--- config.mk ---
export PLATFORM = sky130hd
export DESIGN_NAME = dsm_conv_seq
export DESIGN_NICKNAME = d
export VERILOG_FILES = /design/src/rtl/dsm_conv_seq.sv
export SDC_FILE = /design/constraint.sdc
export NUM_CORES = 1
export LEC_CHECK = 0
export ABC_AREA = 1
export BUFFER_PORTS_ARGS = -buffer_cell sky130_fd_sc_hd__buf_2
export CAP_MARGIN = 20
export CORE_UTILIZATION = 30
export DETAILED_ROUTE_END_ITERATION = 10
export GPL_ROUTABILITY_DRIVEN = 0
export PLACE_DENSITY_LB_ADDON = 0.25
export SYNTH_ARGS = -nofsm -noshare
export SYNTH_HDL_FRONTEND = slang
export SYNTH_SLANG_ARGS = --single-unit
--- constraint.sdc ---
create_clock -name clk_i -period 2.4 [get_ports clk_i]
set_input_delay 0.48 -clock clk_i [delete_from_list [all_inputs] [get_ports clk_i]]
set_output_delay 0.48 -clock clk_i [all_outputs]
set_load 0.005 [all_outputs]
--- src/rtl/dsm_conv_seq.sv ---
module dsm_conv_seq #(
  parameter int MOD_DIV  = 16,
  parameter int CNT_W    = 18,
  parameter int DLY_BASE = 14
) (
  input  logic       clk_i,
  input  logic       rst_ni,
  input  logic       start_pin_i,
  input  logic       start_cmd_i,
  input  logic       chan_chg_i,
  input  logic       cont_mode_i,
  input  logic       sinc3_sel_i,
  input  logic [3:0] rate_code_i,
  input  logic [2:0] dly_code_i,
  output logic       drdy_no,
  output logic       latch_o,
  output logic       busy_o
);
  localparam int PRE_W = $clog2(MOD_DIV);
  localparam int RDY_W = $clog2(MOD_DIV + 1);

  function automatic logic [CNT_W-1:0] period_mods(input logic [3:0] c);
    case (c)
      4'd0:    period_mods = CNT_W'(12800);
      4'd1:    period_mods = CNT_W'(5120);
      4'd2:    period_mods = CNT_W'(4264);
      4'd3:    period_mods = CNT_W'(2560);
      4'd4:    period_mods = CNT_W'(1280);
      4'd5:    period_mods = CNT_W'(640);
      4'd6:    period_mods = CNT_W'(320);
      4'd7:    period_mods = CNT_W'(256);
      4'd8:    period_mods = CNT_W'(128);
      default: period_mods = CNT_W'(64);
    endcase
  endfunction

  logic             start_q;
  logic             cont_q;
  logic [PRE_W-1:0] pre_cnt;
  logic [CNT_W-1:0] mod_cnt, target, per_q;
  logic [RDY_W-1:0] rdy_cnt;

  wire start_rise = start_pin_i & ~start_q;
  wire restart    = start_rise | start_cmd_i | (chan_chg_i & busy_o);
  wire tick       = pre_cnt == PRE_W'(MOD_DIV - 1);
  wire done       = tick & (mod_cnt == target - CNT_W'(1));

  wire [CNT_W-1:0] per_in  = period_mods(rate_code_i);
  wire [CNT_W-1:0] ovh_in  = (rate_code_i <= 4'd6) ? CNT_W'(65) : CNT_W'(40);
  wire [CNT_W-1:0] dly_in  = CNT_W'(DLY_BASE) << dly_code_i;
  wire [CNT_W-1:0] flush   = sinc3_sel_i ? per_in * CNT_W'(3) : per_in;
  wire [CNT_W-1:0] first_t = flush + ovh_in + dly_in;

  assign drdy_no = rdy_cnt == '0;

  always_ff @(posedge clk_i or negedge rst_ni) begin
    if (!rst_ni) begin
      start_q <= 1'b0;
      cont_q  <= 1'b0;
      pre_cnt <= '0;
      mod_cnt <= '0;
      target  <= '0;
      per_q   <= '0;
      rdy_cnt <= '0;
      latch_o <= 1'b0;
      busy_o  <= 1'b0;
    end else begin
      start_q <= start_pin_i;
      latch_o <= 1'b0;
      if (rdy_cnt != '0) rdy_cnt <= rdy_cnt - RDY_W'(1);
      if (restart) begin
        busy_o  <= 1'b1;
        pre_cnt <= '0;
        mod_cnt <= '0;
        target  <= first_t;
        per_q   <= per_in;
        cont_q  <= cont_mode_i;
        rdy_cnt <= '0;
      end else if (busy_o) begin
        pre_cnt <= tick ? '0 : pre_cnt + PRE_W'(1);
        if (done) begin
          latch_o <= 1'b1;
          rdy_cnt <= RDY_W'(MOD_DIV);
          mod_cnt <= '0;
          target  <= per_q;
          busy_o  <= cont_q;
        end else if (tick) begin
          mod_cnt <= mod_cnt + CNT_W'(1);
        end
      end
    end
  end
endmodule


==> flow_summary.html <==
<table>
<tr><th>Metric</th><th>Value</th></tr>
<tr><th colspan="2">STA</th></tr>
<tr><td>Crit path time final</td><td>3.35 ns</td></tr>
<tr><td>Least-Margin Pin Slew</td><td>0.744 ns</td></tr>
<tr><td>Final clock period utilization by the worst path</td><td>1.40</td></tr>
<tr><td>Number of slew-limit violations in the final report</td><td>0</td></tr>
<tr><td>Setup ws final</td><td>-0.948 ns</td></tr>
<tr><td>Final setup vio count</td><td>11</td></tr>
<tr><td>Achievable Freq</td><td>299 MHz</td></tr>
<tr><td>Final number of hold-violating endpoints</td><td>0</td></tr>
<tr><td>Worst hold-check slack</td><td>0.270 ns</td></tr>
<tr><td>Unrepaired setup endpoints after global routing</td><td>yes</td></tr>
<tr><td>Max Clock Skew</td><td>between 0.005 and 0.006 ns</td></tr>
<tr><td>Relative slew margins</td><td>0.504</td></tr>
<tr><th colspan="2">Setup path</th></tr>
<tr><td>Crit path DAT</td><td>around 3.6 ns</td></tr>
<tr><td>Critical Path End Type</td><td>flop</td></tr>
<tr><td>Internal reg-to-reg setup slack</td><td>0.12 ns</td></tr>
<tr><td>Worst R2R End</td><td>target[10]</td></tr>
<tr><td>Startpoint kind of the worst setup timing path</td><td>primary input</td></tr>
<tr><td>Category of the most critical setup path</td><td>primary input to flop</td></tr>
<tr><td>Maximum fanout along the worst path</td><td>4</td></tr>
<tr><td>Worst Path Required</td><td>2.62 ns</td></tr>
<tr><td>Origin of the critical flop-to-flop path</td><td>target[0]</td></tr>
<tr><td>Worst Reg2Reg Path Length in Cells</td><td>14</td></tr>
<tr><th colspan="2">Clock tree</th></tr>
<tr><td>Clock Sinks</td><td>57</td></tr>
<tr><td>Largest buffer count on any clock path</td><td>2</td></tr>
<tr><td>Htree depth</td><td>3</td></tr>
<tr><td>CTS tree</td><td>done</td></tr>
<tr><td>TritonCTS Buffers</td><td>9</td></tr>
<tr><td>Root buffer cell</td><td>sky130_fd_sc_hd__clkbuf_16</td></tr>
<tr><td>Clock transition at path regs</td><td>0.05 ns</td></tr>
<tr><td>Clock latency of the later-clocked register in the worst-skew pair</td><td>0.33 ns</td></tr>
<tr><th colspan="2">Placement</th></tr>
<tr><td>Dpl hpwl</td><td>8580 µm</td></tr>
<tr><td>Number of instances in the placed design</td><td>between 900 and 1000</td></tr>
<tr><td>Placed instance area</td><td>0.00561 mm²</td></tr>
<tr><td>Port Buffers</td><td>16</td></tr>
<tr><th colspan="2">Layout</th></tr>
<tr><td>Post-layout nets</td><td>831</td></tr>
<tr><td>Synthesis-to-layout area growth</td><td>48.0%</td></tr>
<tr><td>Count of antenna diodes in the layout</td><td>0</td></tr>
<tr><td>Post-layout instance area</td><td>0.00671 mm²</td></tr>
<tr><td>Post-route core utilization</td><td>0.458</td></tr>
<tr><td>Final cell count without fillers</td><td>969</td></tr>
<tr><td>Share of layout cells above drive strength 1</td><td>0.343</td></tr>
<tr><th colspan="2">Outcome</th></tr>
<tr><td>Result of the run</td><td>finished, violations left</td></tr>
<tr><td>Violated checks</td><td>DRC, setup timing</td></tr>
<tr><th colspan="2">Power</th></tr>
<tr><td>Net switching power of the design</td><td>1.10 mW</td></tr>
<tr><td>Fraction of power consumed by combinational cells</td><td>0.315</td></tr>
<tr><td>Sequential fraction of design power</td><td>0.300</td></tr>
<tr><td>PwrDens</td><td>546 mW/mm²</td></tr>
<tr><td>Internal power</td><td>approximately 2.6 mW</td></tr>
<tr><td>Worst IR Drop VDD</td><td>roughly 330 µV</td></tr>
<tr><td>Total power after layout</td><td>between 3 and 4 mW</td></tr>
<tr><td>Clk pwr share</td><td>0.385</td></tr>
<tr><td>Leakage</td><td>3.22 nW</td></tr>
<tr><td>Switching power share of the total</td><td>0.300</td></tr>
<tr><th colspan="2">Floorplanning</th></tr>
<tr><td>Die Area</td><td>~0.016 mm²</td></tr>
<tr><td>Starting density of the core</td><td>0.309</td></tr>
<tr><td>Horizontal extent of the die</td><td>about 120 µm</td></tr>
<tr><td>Row count</td><td>44</td></tr>
<tr><td>Core area</td><td>0.0146 mm²</td></tr>
<tr><td>Chip height</td><td>about 120 µm</td></tr>
<tr><td>Number of primary I/O pins</td><td>17</td></tr>
<tr><th colspan="2">Routing</th></tr>
<tr><td>Detailed-route wire length</td><td>12000 µm</td></tr>
<tr><td>Number of search-and-repair iterations in the first detailed-routing pass</td><td>8</td></tr>
<tr><td>Vias</td><td>4535</td></tr>
<tr><td>Antenna-violating nets left</td><td>0</td></tr>
<tr><td>Routed len/inst</td><td>12.4 µm</td></tr>
<tr><td>Number of design rule violations left after detail routing</td><td>2</td></tr>
<tr><td>Violation count after the first detailed-route iteration</td><td>162</td></tr>
<tr><td>Ratio of routed vias to standard cells</td><td>4.68</td></tr>
<tr><th colspan="2">Worst hold path</th></tr>
<tr><td>Kind of path behind the tightest hold check</td><td>primary input to flop</td></tr>
<tr><td>Critical hold path startpoint</td><td>start_pin_i</td></tr>
<tr><td>WHS Path Cells</td><td>1</td></tr>
<tr><td>Terminating pin of the worst hold path</td><td>start_q</td></tr>
<tr><th colspan="2">Synth</th></tr>
<tr><td>Cell taking the most area after synthesis</td><td>sky130_fd_sc_hd__dfrtp_1</td></tr>
<tr><td>Part of the Yosys area used for sequential elements</td><td>0.315</td></tr>
<tr><td>Number of distinct library cells after synthesis</td><td>43</td></tr>
<tr><td>Net Count, Synth</td><td>693</td></tr>
<tr><td>Portion of synthesized cell area occupied by the leading cell type</td><td>0.315</td></tr>
<tr><td>Top cells by area, synth</td><td>sky130_fd_sc_hd__dfrtp_1 (31%), sky130_fd_sc_hd__nand2_1 (14%), sky130_fd_sc_hd__ha_1 (8.6%), sky130_fd_sc_hd__inv_1 (7.1%), sky130_fd_sc_hd__nand3_1 (6.6%)</td></tr>
<tr><td>Yosys warning count</td><td>0</td></tr>
<tr><td>Area of the mapped netlist</td><td>between 0.004 and 0.005 mm²</td></tr>
<tr><td>Number of synthesized register bits</td><td>57</td></tr>
<tr><td>Syn Area/Cell</td><td>between 7 and 8 µm²</td></tr>
<tr><td>Number of instances in the synthesized netlist</td><td>643</td></tr>
<tr><th colspan="2">Global route</th></tr>
<tr><td>Vias in the first global route</td><td>approximately 4500</td></tr>
<tr><td>GRT Residual Overflow</td><td>0</td></tr>
<tr><td>GRT Total Usage</td><td>0.157</td></tr>
<tr><td>Wire length of the first global-routing pass</td><td>20100 µm</td></tr>
<tr><td>Antenna violations before repair</td><td>0</td></tr>
<tr><td>Pin count of the biggest net entering global routing</td><td>between 50 and 60</td></tr>
<tr><th colspan="2">Job</th></tr>
<tr><td>Max Cap Viol</td><td>0</td></tr>
</table>
[synth_stat cells, drive strengths merged]
cell type	n
a211oi	1
a21o	2
a21oi	17
a221oi	1
a31o	1
a31oi	2
and2	1
buf	5
clkbuf	7
clkinv	2
dfrtp	57
fa	5
ha	31
inv	87
mux2i	1
nand2	169
nand3	63
nand3b	1
nand4	13
nor2	72
nor3	6
nor4	1
o211ai	1
o21a	1
o21ai	42
o21bai	2
o22ai	15
or2	3
xnor2	10
xor2	24
[metal layers]
| metal | global-route usage | part of all wire | vias up |
|---|---|---|---|
| met1 | 0.193 | 0.45 | 2108 |
| met4 | 0.0739 | 0.018 | 0 |
| li1 | - | - | 2367 |
| met2 | 0.276 | 0.51 | 45 |
| met5 | 0 | 0 | - |
| met3 | 0.0176 | 0.019 | 15 |
[final cells by class]
class / instances / area [µm²]
clock buffer: 13 / 270
clock inverter: 2 / 60.1
fill: 1457 / 7940
inverter: 89 / 367
multi-input combinational: 487 / 3240
sequential: 57 / 1430
tap: 184 / 230
timing repair buffer: 137 / 1110
[critical path, stage by stage]
cell and delay (ns):
sky130_fd_sc_hd__buf_12 0.11, sky130_fd_sc_hd__inv_12 0.05, sky130_fd_sc_hd__ha_4 0.14, sky130_fd_sc_hd__inv_6 0.05, sky130_fd_sc_hd__o21ai_4 0.15, sky130_fd_sc_hd__buf_6 0.13
sky130_fd_sc_hd__inv_2 0.05, sky130_fd_sc_hd__fa_2 0.35, sky130_fd_sc_hd__inv_2 0.06, sky130_fd_sc_hd__nand4_1 0.10, sky130_fd_sc_hd__nand2_1 0.12, sky130_fd_sc_hd__xnor2_1 0.13
sky130_fd_sc_hd__o21ai_1 0.09, sky130_fd_sc_hd__ha_1 0.31, sky130_fd_sc_hd__ha_4 0.29, sky130_fd_sc_hd__nand2_2 0.05, sky130_fd_sc_hd__inv_2 0.06, sky130_fd_sc_hd__nand3_2 0.05
sky130_fd_sc_hd__o211ai_1 0.19, sky130_fd_sc_hd__nand2_1 0.11, sky130_fd_sc_hd__nand2_2 0.10, sky130_fd_sc_hd__nand3_2 0.09, sky130_fd_sc_hd__nor2_1 0.11, sky130_fd_sc_hd__nand3_1 0.08
sky130_fd_sc_hd__nand3_1 0.08, sky130_fd_sc_hd__nand2_1 0.05
[registers in the layout, indices dropped and copies added (netlist names)]
signal,flops
busy_o,1
cont_q,1
latch_o,1
mod_cnt,18
per_q,9
pre_cnt,4
rdy_cnt,5
start_q,1
target,17
[worst max-delay path by stage]
stage              startpoint    endpoint  depth (start not counted)
2_1_floorplan  rate_code_i[1]  target[15]                         26
4_1_cts        rate_code_i[0]  target[15]                         26
6_report       rate_code_i[0]  target[15]                         26
5_1_grt        rate_code_i[0]  target[15]                         26
3_3_place_gp   rate_code_i[1]  target[15]                         27
3_5_place_dp   rate_code_i[1]  target[15]                         27
[through the flow]
stage	setup WS (ns)	TNS, ns
4_1_cts	-0.894	-7.15
5_1_grt	-1.14	-9.98
3_3_place_gp	-1.37	-12.81
6_report	-0.948	-7.80
3_5_place_dp	-1.49	-13.71
2_1_floorplan	-1.05	-7.23
[cell usage in the layout, fill, tap and decap left out, drive strengths merged]
cell type and instances:
a211oi 1, a21o 2, a21oi 17, a221oi 1, a31o 1, a31oi 2, and2 1, buf 137
bufinv 2, clkbuf 13, clkinv 2, dfrtp 57, fa 5, ha 31, inv 87, mux2i 1
nand2 170, nand3 63, nand3b 1, nand4 14, nor2 72, nor3 6, nor4 1, o211ai 1
o21a 1, o21ai 42, o21bai 2, o22ai 15, or2 3, xnor2 10, xor2 24
[power groups by stage]
stage / combinational, mW / clock, mW / sequential, mW
2_1_floorplan: 0.580 / 0 / 1.09
3_3_place_gp: 0.876 / 0 / 1.11
3_5_place_dp: 0.889 / 0 / 1.11
4_1_cts: 0.973 / 1.44 / 1.09
5_1_grt: 1.29 / 1.47 / 1.11
6_report: 1.15 / 1.41 / 1.10
[what timing repair did]
item                       4_1_cts  5_1_grt
setup endpoints to repair       18       40
resized for setup               48       97
pin swaps                       33       48
hold buffers                     0        0
setup buffers                   18       19
cloned                           0        2
[cell families after synthesis]
kind of cell,Yosys count,share of synthesized area
simple gates,329,0.318
xor+xnor,34,0.0657
mux,1,0.00221
flops,57,0.315
fa+ha+maj,36,0.108
buf+inv,101,0.0867
compound gates,85,0.105
Note: power is estimated with default switching activity, not from simulation.
